### src/rtl/pq_pkg.sv
package pq_pkg;

  localparam logic [7:0] GF_RED = 8'h1d;  // low byte of x^8+x^4+x^3+x^2+1

  typedef struct packed {
    logic cont;
    logic dis_p;
    logic dis_q;
    logic syn;
  } pq_cfg_t;

  function automatic logic [7:0] gf_xtime(input logic [7:0] a);
    return {a[6:0], 1'b0} ^ (a[7] ? GF_RED : 8'h00);
  endfunction

  function automatic logic [7:0] gf_mul(input logic [7:0] a, input logic [7:0] b);
    logic [7:0] acc;
    logic [7:0] sh;
    acc = 8'h00;
    sh  = a;
    for (int k = 0; k < 8; k++) begin
      if (b[k]) acc = acc ^ sh;
      sh = gf_xtime(sh);
    end
    return acc;
  endfunction

  // {02}^e by square-and-multiply over the exponent bits
  function automatic logic [7:0] gf_pow2(input logic [7:0] e);
    logic [7:0] r;
    logic [7:0] base;
    r    = 8'h01;
    base = 8'h02;
    for (int k = 0; k < 8; k++) begin
      if (e[k]) r = gf_mul(r, base);
      base = gf_mul(base, base);
    end
    return r;
  endfunction

endpackage

### src/rtl/pq_coef_term.sv
module pq_coef_term
  import pq_pkg::*;
(
  input  logic       syn,
  input  logic [7:0] idx,
  input  logic [7:0] coef,
  input  logic [7:0] data,
  output logic [7:0] term
);

  logic [7:0] eff_coef;

  always_comb begin
    eff_coef = syn ? gf_pow2(idx) : coef;
    term     = gf_mul(eff_coef, data);
  end

  always_comb begin
    if (eff_coef == 8'h01) assert_unit_coef_R10: assert (term == data);
    if (eff_coef == 8'h00) assert_zero_coef_R10: assert (term == 8'h00);
  end

endmodule

### src/rtl/pq_frame.sv
module pq_frame #(
  parameter int MAX_SRC = 8,
  localparam int SLOT_W = $clog2(MAX_SRC + 1)
) (
  input  logic              clk,
  input  logic              rst,
  input  logic              in_valid,
  input  logic              in_last,
  input  logic              in_zero,
  input  logic [SLOT_W-1:0] slot_limit,
  output logic              first,
  output logic              take
);

  logic              mid;
  logic [SLOT_W-1:0] cnt;

  assign first = !mid;
  assign take  = in_valid && !in_zero && (cnt < slot_limit);

  always_ff @(posedge clk) begin
    if (rst) begin
      mid <= 1'b0;
      cnt <= '0;
    end else if (in_valid) begin
      if (in_last) begin
        mid <= 1'b0;
        cnt <= '0;
      end else begin
        mid <= 1'b1;
        if (take) cnt <= cnt + 1'b1;
      end
    end
  end

  assert_slot_cap_R9: assert property (@(posedge clk) disable iff (rst)
    cnt <= SLOT_W'(MAX_SRC));

  assert_zero_noslot_R5: assert property (@(posedge clk) disable iff (rst)
    (in_valid && in_zero && !in_last) |=> (cnt == $past(cnt)));

endmodule

### src/rtl/pq_accum.sv
module pq_accum #(
  parameter int POS_DEPTH = 16,
  localparam int POS_W = $clog2(POS_DEPTH)
) (
  input  logic             clk,
  input  logic             rst,
  input  logic             in_valid,
  input  logic             in_last,
  input  logic [POS_W-1:0] in_pos,
  input  logic [7:0]       in_data,
  input  logic [7:0]       term,
  input  logic             first,
  input  logic             take,
  input  logic             cont,
  input  logic             dis_p,
  input  logic             dis_q,
  output logic             p_valid,
  output logic [7:0]       p_data,
  output logic             q_valid,
  output logic [7:0]       q_data,
  output logic [POS_W-1:0] out_pos
);

  logic [7:0] mem_p [POS_DEPTH];
  logic [7:0] mem_q [POS_DEPTH];
  logic [7:0] acc_p, acc_q;
  logic [7:0] base_p, base_q, nxt_p, nxt_q;

  always_comb begin
    if (!first) begin
      base_p = acc_p;
      base_q = acc_q;
    end else if (cont) begin
      base_p = mem_p[in_pos];
      base_q = mem_q[in_pos];
    end else begin
      base_p = 8'h00;
      base_q = 8'h00;
    end
    nxt_p = base_p ^ (take ? in_data : 8'h00);
    nxt_q = base_q ^ (take ? term : 8'h00);
  end

  // result store, no reset so it maps onto RAM
  always_ff @(posedge clk) begin
    if (in_valid && in_last) begin
      mem_p[in_pos] <= nxt_p;
      mem_q[in_pos] <= nxt_q;
    end
  end

  always_ff @(posedge clk) begin
    if (rst) begin
      acc_p   <= 8'h00;
      acc_q   <= 8'h00;
      p_valid <= 1'b0;
      q_valid <= 1'b0;
      p_data  <= 8'h00;
      q_data  <= 8'h00;
      out_pos <= '0;
    end else begin
      p_valid <= 1'b0;
      q_valid <= 1'b0;
      if (in_valid) begin
        if (in_last) begin
          p_valid <= !dis_p;
          q_valid <= !dis_q;
          p_data  <= dis_p ? 8'h00 : nxt_p;
          q_data  <= dis_q ? 8'h00 : nxt_q;
          out_pos <= in_pos;
        end else begin
          acc_p <= nxt_p;
          acc_q <= nxt_q;
        end
      end
    end
  end

  assert_p_latency_R2: assert property (@(posedge clk) disable iff (rst)
    p_valid |-> $past(in_valid && in_last));

  assert_q_latency_R2: assert property (@(posedge clk) disable iff (rst)
    q_valid |-> $past(in_valid && in_last));

  assert_p_off_R6: assert property (@(posedge clk) disable iff (rst)
    $past(dis_p) |-> !p_valid);

  assert_q_off_R6: assert property (@(posedge clk) disable iff (rst)
    $past(dis_q) |-> !q_valid);

endmodule

### src/rtl/pq_parity_engine.sv
module pq_parity_engine
  import pq_pkg::*;
#(
  parameter int MAX_SRC     = 8,
  parameter int NATIVE_CONT = 0,
  parameter int POS_DEPTH   = 16,
  localparam int POS_W  = $clog2(POS_DEPTH),
  localparam int SLOT_W = $clog2(MAX_SRC + 1)
) (
  input  logic              clk,
  input  logic              rst,
  input  logic              op_start,
  input  logic              op_cont,
  input  logic              op_dis_p,
  input  logic              op_dis_q,
  input  logic              op_syn,
  input  logic              in_valid,
  input  logic [POS_W-1:0]  in_pos,
  input  logic [7:0]        in_idx,
  input  logic [7:0]        in_coef,
  input  logic [7:0]        in_data,
  input  logic              in_zero,
  input  logic              in_last,
  output logic [SLOT_W-1:0] slot_limit,
  output logic              p_valid,
  output logic [7:0]        p_data,
  output logic              q_valid,
  output logic [7:0]        q_data,
  output logic [POS_W-1:0]  out_pos
);

  localparam int RESERVED = (NATIVE_CONT != 0) ? 0 : 3;
  localparam logic [SLOT_W-1:0] FULL_SLOTS = SLOT_W'(MAX_SRC);
  localparam logic [SLOT_W-1:0] CONT_SLOTS = SLOT_W'(MAX_SRC - RESERVED);

  pq_cfg_t    cfg;
  logic       start_ok;
  logic       first, take;
  logic [7:0] term;

  assign start_ok = op_start && !(op_dis_p && op_dis_q);

  always_ff @(posedge clk) begin
    if (rst) begin
      cfg        <= '0;
      slot_limit <= FULL_SLOTS;
    end else if (start_ok) begin
      cfg        <= '{cont: op_cont, dis_p: op_dis_p, dis_q: op_dis_q, syn: op_syn};
      slot_limit <= op_cont ? CONT_SLOTS : FULL_SLOTS;
    end
  end

  pq_frame #(.MAX_SRC(MAX_SRC)) u_frame (
    .clk        (clk),
    .rst        (rst),
    .in_valid   (in_valid),
    .in_last    (in_last),
    .in_zero    (in_zero),
    .slot_limit (slot_limit),
    .first      (first),
    .take       (take)
  );

  pq_coef_term u_term (
    .syn  (cfg.syn),
    .idx  (in_idx),
    .coef (in_coef),
    .data (in_data),
    .term (term)
  );

  pq_accum #(.POS_DEPTH(POS_DEPTH)) u_accum (
    .clk      (clk),
    .rst      (rst),
    .in_valid (in_valid),
    .in_last  (in_last),
    .in_pos   (in_pos),
    .in_data  (in_data),
    .term     (term),
    .first    (first),
    .take     (take),
    .cont     (cfg.cont),
    .dis_p    (cfg.dis_p),
    .dis_q    (cfg.dis_q),
    .p_valid  (p_valid),
    .p_data   (p_data),
    .q_valid  (q_valid),
    .q_data   (q_data),
    .out_pos  (out_pos)
  );

  assert_one_dest_R7: assert property (@(posedge clk) disable iff (rst)
    !(cfg.dis_p && cfg.dis_q));

  assert_both_off_kept_R7: assert property (@(posedge clk) disable iff (rst)
    (op_start && op_dis_p && op_dis_q) |=> $stable(slot_limit));

endmodule

### config.mk
export PLATFORM = sky130hd
export DESIGN_NAME = pq_parity_engine
export DESIGN_NICKNAME = d
export VERILOG_FILES = /design/src/rtl/pq_pkg.sv /design/src/rtl/pq_coef_term.sv /design/src/rtl/pq_frame.sv /design/src/rtl/pq_accum.sv /design/src/rtl/pq_parity_engine.sv
export SDC_FILE = /design/constraint.sdc
export NUM_CORES = 1
export LEC_CHECK = 0
export BUFFER_PORTS_ARGS = -buffer_cell sky130_fd_sc_hd__buf_2
export CORE_UTILIZATION = 40
export DETAILED_ROUTE_END_ITERATION = 8
export SYNTH_ARGS = -nofsm -noshare
export SYNTH_HDL_FRONTEND = slang
export SYNTH_HIERARCHICAL = 1
export SYNTH_SLANG_ARGS = --single-unit
### constraint.sdc
create_clock -name clk -period 4.5 [get_ports clk]
set_input_delay 0.45 -clock clk [delete_from_list [all_inputs] [get_ports clk]]
set_output_delay 0.45 -clock clk [all_outputs]
set_load 0.02 [all_outputs]
==> flow_summary.toml <==
[status]
status = "finished with violations"
violations = "setup timing"

[sta]
fmax_ghz = 0.217
fin_skew_ns = 0.0207
slew_headroom_pct = 22.7
hold_viol = 0
period_minus_slack_ns = 4.61
tightest_slew_ns = 1.16
rsz0062_at_grt = "true"
min_period_over_period_pct = 102
slew_viol_final = 0
final-setup-viol-count = 67
setup_tns_ns = -5.07
layout_setup_ws_ns = -0.108
fin_hold_ws_ns = 0.147

[die]
start_util_pct = 40.6
io_pins = 64
fp-row-count = 75
dieArea_sq_mm = 0.0435
core-area_sq_mm = 0.0420
die_h_microns = 209
die_w_microns = 209

[yosys]
ys_seq_area_share_pct = 50.7
synthesis.area_sq_mm = 0.0171
synth_top_area_share_pct = 45.0
synth_cell_types = 103
async_reset_ff_share_pct = 0
syn-instance-count = 1551
postSynthAreaPerCell_sq_um = 11.0
synth_top_area_cell = "edfxtp_1"
yosysWarningCount = 6
synthMostInstantiatedCell = "edfxtp_1"
ys.flop_type = "edfxtp_1"
synth_edf_count = 256
ys_seq_elements = 304
synth_common_cells = "edfxtp_1, nand2_1, mux2i_1, a21oi_1, nor2_1"
synth.area.top_cells = "edfxtp_1, mux2i_1, dfxtp_1"

[global_route]
grt_pass1_vias = 13600
grt_max_degree = 80
grt_util_all_layers_pct = 25.5
grt_pass1_wl_microns = 84000
grt_overflow = 0
antenna_found_initial = 0

[critical_path]
cp_cell_sequence = "buf_4, buf_4, buf_12, nor2b_2, buf_4, o21ai_0, o21ai_1, a221oi_2, buf_4, xor2_2, xnor3_1, or3_4, a31oi_4, buf_4, xnor2_1, nand2_1, xnor3_1, xnor2_2, xnor2_1, nand2_2, a31oi_4, nor2_4, buf_12"
cp.required_ns = 4.80
cp-end-kind = "register"
crit_path_start_kind = "input port"
crit_path_top_delay_cell = "xnor3_1"
crit_type = "in2reg"
crit_top_cell = "buf_4"
critPathTopFamily = "XOR/XNOR gates"
crit_buf_inv = 7
slowest_delay_ns = 0.43
arrival_ns = 4.91
cp_max_fo = 16

[route]
ant_nets = 0
route.detailed.vias_per_inst = 5.92
wl_met2_microns = 26000
finalWirelength_microns = 56900
routed.top_layer = "met4"
met3_wirelength_microns = 4740
drt-wirelength-per-cell_microns = 23.7
met1_length_microns = 24600
drtPass1Iterations = 6
drtIter0Drc = 1334
via_count = 14200
drc = 0

[placement]
numPortBuffers = 62
numPlacedInstances = 2306
post-dp-hpwl_microns = 39200
place_congestion = 0.995

[cts]
cts.htree.levels = 1
clockBufferDepth = 3
cts_tree = "yes"
clock_sinks = 304
cts_root_buffer = "clkbuf_16"
cts_made_buffers = 30
clock_latency_ns = 0.56
ctsHoldBuffers = 0
clkTransAtPathRegs_ns = 0.07

[pwr]
combinationalPowerShare_pct = 27.1
intPower_mw = 5.73
vdd_ir_drop_max_uv = 289
clockPowerShare_pct = 32.3
seqPwrFrac_pct = 40.6
switching_share_pct = 28.0
p_leak_nw = 8.32
p_per_area_mw_per_mm2 = 365
p_switching_mw = 2.23

[layout]
final_nets = 1879
areaGrowthSynthToFinish_pct = 27.7
final_cells = 2400
final_layout_size_suffix_gt1_share_pct = 31.3
fillers = 3688
fin_util_pct = 51.8
diodes = 0

[job]
maxCapViolCount = 0

[min_path]
hold_class = "in2reg"
power by group through the flow:
stage | Combinational, mW | Sequential, mW | Clock (mW)
finish | 2.16 | 3.24 | 2.57
global route | 2.30 | 3.24 | 2.71
CTS | 1.98 | 3.24 | 2.61
floorplan | 1.13 | 3.30 | 0
detailed placement | 1.80 | 3.30 | 0
global placement | 1.79 | 3.30 | 0
worst register-to-register path: stages, from the launching register on:
cell	delay, ns
dfxtp_1	0.33
inv_1	0.10
or3_1	0.37
mux4_2	0.47
nand2_1	0.14
buf_12	0.14
buf_4	0.15
xor2_2	0.08
buf_4	0.17
or2_1	0.21
a32oi_1	0.23
xor2_1	0.20
xnor2_1	0.17
nand2_2	0.13
a31oi_4	0.20
nor2_4	0.06
buf_12	0.14
layout make-up:
class | instances | area, sq um | area share, %
multi-input cells | 1107 | 8300 | 38.1
inverters | 23 | 87.6 | 0.402
well taps | 539 | 674 | 3.09
clock inverters | 15 | 174 | 0.798
flip-flops and latches | 304 | 8650 | 39.7
repair buffers | 371 | 3060 | 14.0
clock buffers | 41 | 852 | 3.91
layer usage:
metal  vias to the layer above  track usage [%]
met1                      6999             35.5
met4                         0             7.89
li1                       6446                -
met2                       651             40.4
met5                         -                0
met3                       120             4.48
kinds of logic (layout without fill, tap and decap cells):
| kind of cell | count (synthesis) | after routing | synth area share (%) |
|---|---|---|---|
| other cells | 1 | 2 | 0.0220 |
| fa+ha+maj | 4 | 4 | 0.293 |
| compound gates | 416 | 416 | 17.0 |
| mux | 140 | 140 | 8.36 |
| flops | 304 | 304 | 50.7 |
| buf+inv | 141 | 450 | 4.88 |
| xor+xnor | 87 | 87 | 5.15 |
| simple gates | 458 | 458 | 13.6 |
cell usage in the layout (no fill, tap or decap), drive strengths merged, types with 15 or more instances in the layout:
cell type,Yosys,routed
nand2b,45,45
and4,28,28
nand3,45,45
nor2,86,86
clkbuf,40,45
edfxtp,256,256
o22ai,15,15
o31ai,22,22
xor2,23,23
a21oi,98,98
nand2,160,160
o21ai,64,64
buf,78,367
o211ai,15,15
dfxtp,48,48
a31oi,46,46
a22oi,53,53
mux2i,132,132
inv,22,24
nor2b,31,31
a211o,18,18
xnor2,59,59
sequential cells by signal (all words and copies together) (netlist names), 3 cells and up:
signal and flops:
u_accum/acc_q 8, u_accum/p_data 8, u_accum/mem_q 128, u_accum/acc_p 8
u_accum/out_pos 4, u_frame/cnt 4, cfg 3, u_accum/q_data 8
u_accum/mem_p 128
final timing paths:
path,from,to,slack (ns),cells after the start
min reg2reg,u_accum/q_data[0],u_accum/q_data[0],0.45,1
min,op_syn,cfg[0],0.15,3
max reg2reg,cfg[0],u_accum/mem_q[7][5],0.95,16
max,in_idx[3],u_accum/mem_q[7][3],-0.11,23
timing repair:
item | CTS | global route
pin swaps | 34 | 49
gates resized for setup | 58 | 82
setup buffers | 20 | 18
cloned | 0 | 4
endpoints found under the setup margin | 142 | 142
per-stage QoR:
step	setup slack (ns)	power (mW)	instance area (sq um)
global placement	-1.07	5.09	19700
global route	-0.280	8.24	21800
finish	-0.108	7.97	21800
floorplan	-0.0436	4.43	17200
detailed placement	-1.07	5.10	19700
CTS	0.0000893	7.82	21300
No activity file was read; power rests on OpenSTA's default activity.
